### config.mk
export PLATFORM = sky130hd
export DESIGN_NAME = opnd_addr_gen
export DESIGN_NICKNAME = d
export VERILOG_FILES = /design/src/rtl/oag_pkg.sv /design/src/rtl/oag_ea_calc.sv /design/src/rtl/oag_postinc.sv /design/src/rtl/opnd_addr_gen.sv
export SDC_FILE = /design/constraint.sdc
export NUM_CORES = 1
export LEC_CHECK = 0
export BUFFER_PORTS_ARGS = -buffer_cell sky130_fd_sc_hd__buf_2
export CAP_MARGIN = 0
export CORE_ASPECT_RATIO = 1.25
export CORE_MARGIN = 3
export CORE_UTILIZATION = 56
export DETAILED_ROUTE_END_ITERATION = 8
export GPL_ROUTABILITY_DRIVEN = 0
export PLACE_DENSITY = 0.82
export SLEW_MARGIN = 15
export SYNTH_ARGS = -nofsm -noshare
export SYNTH_HDL_FRONTEND = slang
export SYNTH_HIERARCHICAL = 1
export SYNTH_SLANG_ARGS = --single-unit
### constraint.sdc
create_clock -name clk -period 3 [get_ports clk]
set_input_delay 0.15 -clock clk [delete_from_list [all_inputs] [get_ports clk]]
set_output_delay 0.15 -clock clk [all_outputs]
set_load 0.02 [all_outputs]
### src/rtl/oag_pkg.sv
package oag_pkg;
  typedef enum logic [1:0] {
    AM_REG  = 2'b00,
    AM_IDX  = 2'b01,
    AM_POST = 2'b10,
    AM_ABS  = 2'b11
  } amode_e;

  typedef enum logic [1:0] {
    SZ_BYTE = 2'b00,
    SZ_WORD = 2'b01,
    SZ_WIDE = 2'b10,
    SZ_WID2 = 2'b11
  } osize_e;

  function automatic logic [2:0] step_bytes(input logic [1:0] sz);
    case (sz)
      2'b00:   step_bytes = 3'd1;
      2'b01:   step_bytes = 3'd2;
      default: step_bytes = 3'd4;
    endcase
  endfunction
endpackage

### src/rtl/oag_ea_calc.sv
module oag_ea_calc #(
  parameter int AW = 20,
  parameter int LW = 16
) (
  input  logic [1:0]    mode,
  input  logic          ext,
  input  logic [AW-1:0] base,
  input  logic [AW-1:0] disp,
  output logic [AW-1:0] ea
);
  import oag_pkg::*;
  localparam int HW = AW - LW;

  logic [AW-1:0] sdisp;
  logic [AW-1:0] addend;
  logic [AW-1:0] sum;
  logic          low_base;

  always_comb begin
    if (ext) sdisp = disp;
    else     sdisp = {{HW{disp[LW-1]}}, disp[LW-1:0]};
  end

  assign low_base = (base[AW-1:LW] == '0);

  always_comb begin
    addend = '0;
    if (mode == AM_IDX) addend = sdisp;
    sum = base + addend;
    if (mode == AM_ABS) begin
      if (ext) ea = disp;
      else     ea = {{HW{1'b0}}, disp[LW-1:0]};
    end else if (!ext && low_base) begin
      ea = {{HW{1'b0}}, sum[LW-1:0]};
    end else begin
      ea = sum;
    end
  end
endmodule

### src/rtl/oag_postinc.sv
module oag_postinc #(
  parameter int AW = 20
) (
  input  logic [1:0]    size,
  input  logic          is_sp,
  input  logic [AW-1:0] base,
  output logic [AW-1:0] next_val
);
  import oag_pkg::*;

  logic [AW-1:0] bumped;

  always_comb begin
    bumped = base + AW'(step_bytes(size));
    if (is_sp && bumped[0]) next_val = bumped + AW'(1);
    else                    next_val = bumped;
  end
endmodule

### src/rtl/opnd_addr_gen.sv
module opnd_addr_gen #(
  parameter int AW = 20,
  parameter int LW = 16
) (
  input  logic          clk,
  input  logic          rst,
  input  logic          req_valid,
  input  logic [1:0]    mode,
  input  logic [1:0]    size,
  input  logic          ext,
  input  logic          is_sp,
  input  logic [AW-1:0] base,
  input  logic [AW-1:0] disp,
  output logic          rsp_valid,
  output logic [AW-1:0] ea,
  output logic          wb_en,
  output logic [AW-1:0] wb_value
);
  import oag_pkg::*;
  localparam logic [AW-1:0] LOW_LIMIT = AW'(1) << LW;

  logic [AW-1:0] ea_c;
  logic [AW-1:0] wb_c;

  oag_ea_calc #(.AW(AW), .LW(LW)) u_ea (
    .mode(mode), .ext(ext), .base(base), .disp(disp), .ea(ea_c)
  );

  oag_postinc #(.AW(AW)) u_inc (
    .size(size), .is_sp(is_sp), .base(base), .next_val(wb_c)
  );

  always_ff @(posedge clk) begin
    if (rst) begin
      rsp_valid <= 1'b0;
      wb_en     <= 1'b0;
      ea        <= '0;
      wb_value  <= '0;
    end else begin
      rsp_valid <= req_valid;
      wb_en     <= req_valid && (mode == AM_POST);
      if (req_valid) begin
        ea       <= ea_c;
        wb_value <= (mode == AM_POST) ? wb_c : '0;
      end
    end
  end

  // one response per request, one cycle later
  a_r1_latency: assert property (@(posedge clk) disable iff (rst)
    req_valid |=> rsp_valid);
  a_r1_no_spurious: assert property (@(posedge clk) disable iff (rst)
    !req_valid |=> !rsp_valid);
  // write-back enable only alongside a response
  a_r6_wb_with_rsp: assert property (@(posedge clk) disable iff (rst)
    wb_en |-> rsp_valid);
  // auto-increment addresses at the unmodified base
  a_r6_post_ea: assert property (@(posedge clk) disable iff (rst)
    (req_valid && mode == AM_POST) |=> (ea == $past(base)));
  // stack pointer write-back always even
  a_r8_sp_even: assert property (@(posedge clk) disable iff (rst)
    (req_valid && mode == AM_POST && is_sp) |=> !wb_value[0]);
  // legacy access below 64K stays below 64K
  a_r4_legacy_wrap: assert property (@(posedge clk) disable iff (rst)
    (req_valid && !ext && mode != AM_ABS && base < LOW_LIMIT) |=> (ea < LOW_LIMIT));
  // legacy absolute address fits 16 bits
  a_r5_abs_legacy: assert property (@(posedge clk) disable iff (rst)
    (req_valid && !ext && mode == AM_ABS) |=> (ea < LOW_LIMIT));
endmodule

==> impl_metrics.env <==
export IMPL_outcome="finished clean"
export IMPL_register_area_um2=841
export IMPL_antenna_found_initial=0
export IMPL_post_place_ws_ns=-0.0586
export IMPL_async_flop_share_pct=0
export IMPL_clk_path_buf_depth=2
export IMPL_dp_hpwl_um=8010
export IMPL_path_clk_slew_ns=0.08
export IMPL_max_freq_mhz=360
export IMPL_worst_path_buf_inv=1
export IMPL_dieHeight_um=103
export IMPL_synthesis_area_um2=4230
export IMPL_synth_top_cells_by_area="dfxtp_1 20%, ha_1 6.8%, xnor2_1 5.8%"
export IMPL_rsz0062_at_grt="false"
export IMPL_clk_latency_ns=0.29
export IMPL_r2r_start="ea[18]$_SDFFE_PP0P_"
export IMPL_synth_edf_count=0
export IMPL_worstHoldStart="disp[12]"
export IMPL_crit_family="compound AO/OA/AOI/OAI gates"
export IMPL_finalWirelength_um=10200
export IMPL_cap_violations=0
export IMPL_slowest_delay_ns=0.50
export IMPL_critical_path_class="primary input to flip-flop"
export IMPL_r2r_slack_ns=2.37
export IMPL_ys_top_cells_by_count="42 x dfxtp_1, 42 x nor2_1, 37 x nand2_1, 30 x a21oi_1, 28 x xnor2_1"
export IMPL_grtUsageTotal_pct=23.6
export IMPL_setup_ws_ns=0.223
export IMPL_r2r_end="ea[18]$_SDFFE_PP0P_"
export IMPL_slowest_stage="fa_1"
export IMPL_die_w_um=83.7
export IMPL_min_period_ns=2.78
export IMPL_cts_resized=0
export IMPL_diodes=0
export IMPL_htreeDepth=2
export IMPL_hp_class="primary input to flip-flop"
export IMPL_ys_ff_latch=42
export IMPL_grt_first_pass_wirelength_um=17100
export IMPL_drc=0
export IMPL_synth_ff_type="dfxtp_1"
export IMPL_viasPerCell=5.91
export IMPL_via_count=3966
export IMPL_finalSetupViolCount=0
export IMPL_coreArea_um2=7150
export IMPL_overflow=0
export IMPL_synth_top_area_cell="dfxtp_1"
export IMPL_fin_nets=654
export IMPL_syn_inst=496
export IMPL_crit_chain="buf_2 -> nor2_1 -> ha_1 -> fa_1 -> a211o_1 -> a21oi_1 -> o21bai_1 -> a211oi_2 -> a41oi_1 -> nand2b_1 -> xnor2_1 -> nand4b_1 -> a21oi_2"
export IMPL_power_leakage_nw=2.15
export IMPL_synth_cell_types=74
export IMPL_grt_pass1_vias=3839
export IMPL_irDropWorstVdd_uv=222
export IMPL_synth_nets=570
export IMPL_port_buffers=90
export IMPL_grt_max_degree=49
export IMPL_min_period_over_period_pct=92.6
export IMPL_hold_violations=0
export IMPL_finalMaxSlewViolations=0
export IMPL_hold_end="ea[12]$_SDFFE_PP0P_"
export IMPL_ys_warn_count=6
export IMPL_fill_cells=643
export IMPL_clock_skew_final_ns=0
export IMPL_fp_row_count=34
export IMPL_maxSlewHeadroom_pct=42.0
export IMPL_cellPowerDensity_nw_per_um2=327
export IMPL_dieArea_um2=8630
export IMPL_avgSynthCellArea_um2=8.52
export IMPL_multi_input_area_um2=3080
export IMPL_initialDrtViolationCount=211
export IMPL_worst_setup_path_end_kind="flip-flop"
export IMPL_start_kind="primary input"
export IMPL_post_drt_wl_per_cell_um=15.2
export IMPL_yosysSeqAreaShare_pct=19.9
export IMPL_arrival_ns=3.00
export IMPL_whs_path_depth=5
export IMPL_worst_r2r_path_depth=2
export IMPL_areaGrowthSynthToFinish_pct=12.0
export IMPL_first_pass_iters=5
export IMPL_tightestPinTransition_ns=0.870
export IMPL_finalPower_w=0.00155
export IMPL_hold_buffers=0
export IMPL_io_pin_count=91
export IMPL_tritoncts="built"
export IMPL_path_max_fanout=5
export IMPL_cts_sinks=42
export IMPL_layout_drive_gt1_share_pct=28.7
export IMPL_synth_top_cell_area_share_pct=19.9
export IMPL_fin_setup_tns_ns=0
export IMPL_start_util_pct=59.2
export IMPL_cts_buffers=5
export IMPL_worstPathRequired_ns=3.23
export IMPL_postCtsSetupRepairBufs=0
export IMPL_drtAntennaViolNets=0
export IMPL_cts_root_buffer="clkbuf_8"
metrics by stage:
| step | std cells | hold WS, ns | cell area, um^2 | utilization [%] |
|---|---|---|---|---|
| floorplan | 496 | 0.325 | 4230 | - |
| global placement | 663 | 0.472 | 4650 | 65.0 |
| detailed placement | 663 | 0.474 | 4650 | 65.0 |
| CTS | 671 | 0.199 | 4740 | 66.3 |
| global route | 671 | 0.249 | 4740 | 66.3 |
| finish | 671 | 0.205 | 4740 | 66.3 |
metal layers:
layer,global-route usage (%),up-vias,share of wire (%)
met4,9.53,0,3.1
met3,3.20,29,5.4
met2,43.1,132,49
li1,-,1952,-
met5,0,-,0
met1,28.2,1853,42
kinds of logic (layout without fill, tap and decap cells):
| kind of cell | after synthesis | after routing | share of synthesized area (%) |
|---|---|---|---|
| AND/OR/NAND/NOR | 201 | 201 | 29.6 |
| XOR/XNOR | 40 | 40 | 8.29 |
| flip-flops | 42 | 42 | 19.9 |
| multiplexers | 23 | 23 | 5.47 |
| AO/OA/AOI/OAI | 125 | 125 | 21.8 |
| buffers and inverters | 40 | 125 | 7.25 |
| adder cells (fa/ha/maj) | 25 | 25 | 7.75 |
cell usage in the layout (no fill, tap or decap), types with 7 or more instances in the layout:
master / Yosys / layout
inv_1: 11 / 11
ha_1: 23 / 23
mux2i_1: 22 / 22
dfxtp_1: 42 / 42
buf_2: 6 / 90
a21o_1: 10 / 10
xnor2_1: 28 / 28
nand4_1: 7 / 7
xor2_1: 12 / 12
nor2_1: 42 / 42
a21oi_1: 30 / 30
nand2b_4: 10 / 10
nand4b_1: 21 / 21
and2_1: 16 / 16
buf_4: 0 / 16
o21ai_0: 13 / 13
nand2b_1: 16 / 16
a21oi_2: 24 / 24
nand2_1: 37 / 37
nand3_1: 15 / 15
flip-flops by register name (all words and copies together) (netlist names):
signal	count
wb_en	1
wb_value	20
rsp_valid	1
ea	20
area by class of cell:
class	count	area share [%]
Inverter	11	0.872
Tap cell	90	2.38
Sequential cell	42	17.7
Timing Repair Buffer	106	12.0
Clock inverter	1	0.106
Multi-Input combinational cell	414	65.0
Clock buffer	7	1.82
worst max-delay path by stage:
| stage | startpoint | to | cells past startpoint |
|---|---|---|---|
| floorplan | mode[0] | ea[18]$_SDFFE_PP0P_ | 15 |
| global placement | size[1] | wb_value[16]$_SDFFE_PP0P_ | 13 |
| detailed placement | size[1] | wb_value[16]$_SDFFE_PP0P_ | 13 |
| CTS | size[1] | wb_value[16]$_SDFFE_PP0P_ | 13 |
| global route | size[1] | wb_value[18]$_SDFFE_PP0P_ | 13 |
| finish | size[1] | wb_value[16]$_SDFFE_PP0P_ | 13 |
report_power, final:
group	internal, W	switching, W
registers	0.000590	0.0000163
clock network	0.000186	0.000192
logic	0.000238	0.000325
total	0.00101	0.000533
tightest hold or removal path, stage by stage:
cell	delay [ns]
buf_2	0.08
nand2_1	0.04
o31ai_1	0.05
mux2i_1	0.06
nor2_1	0.07
No activity file was read; power rests on OpenSTA's default activity.
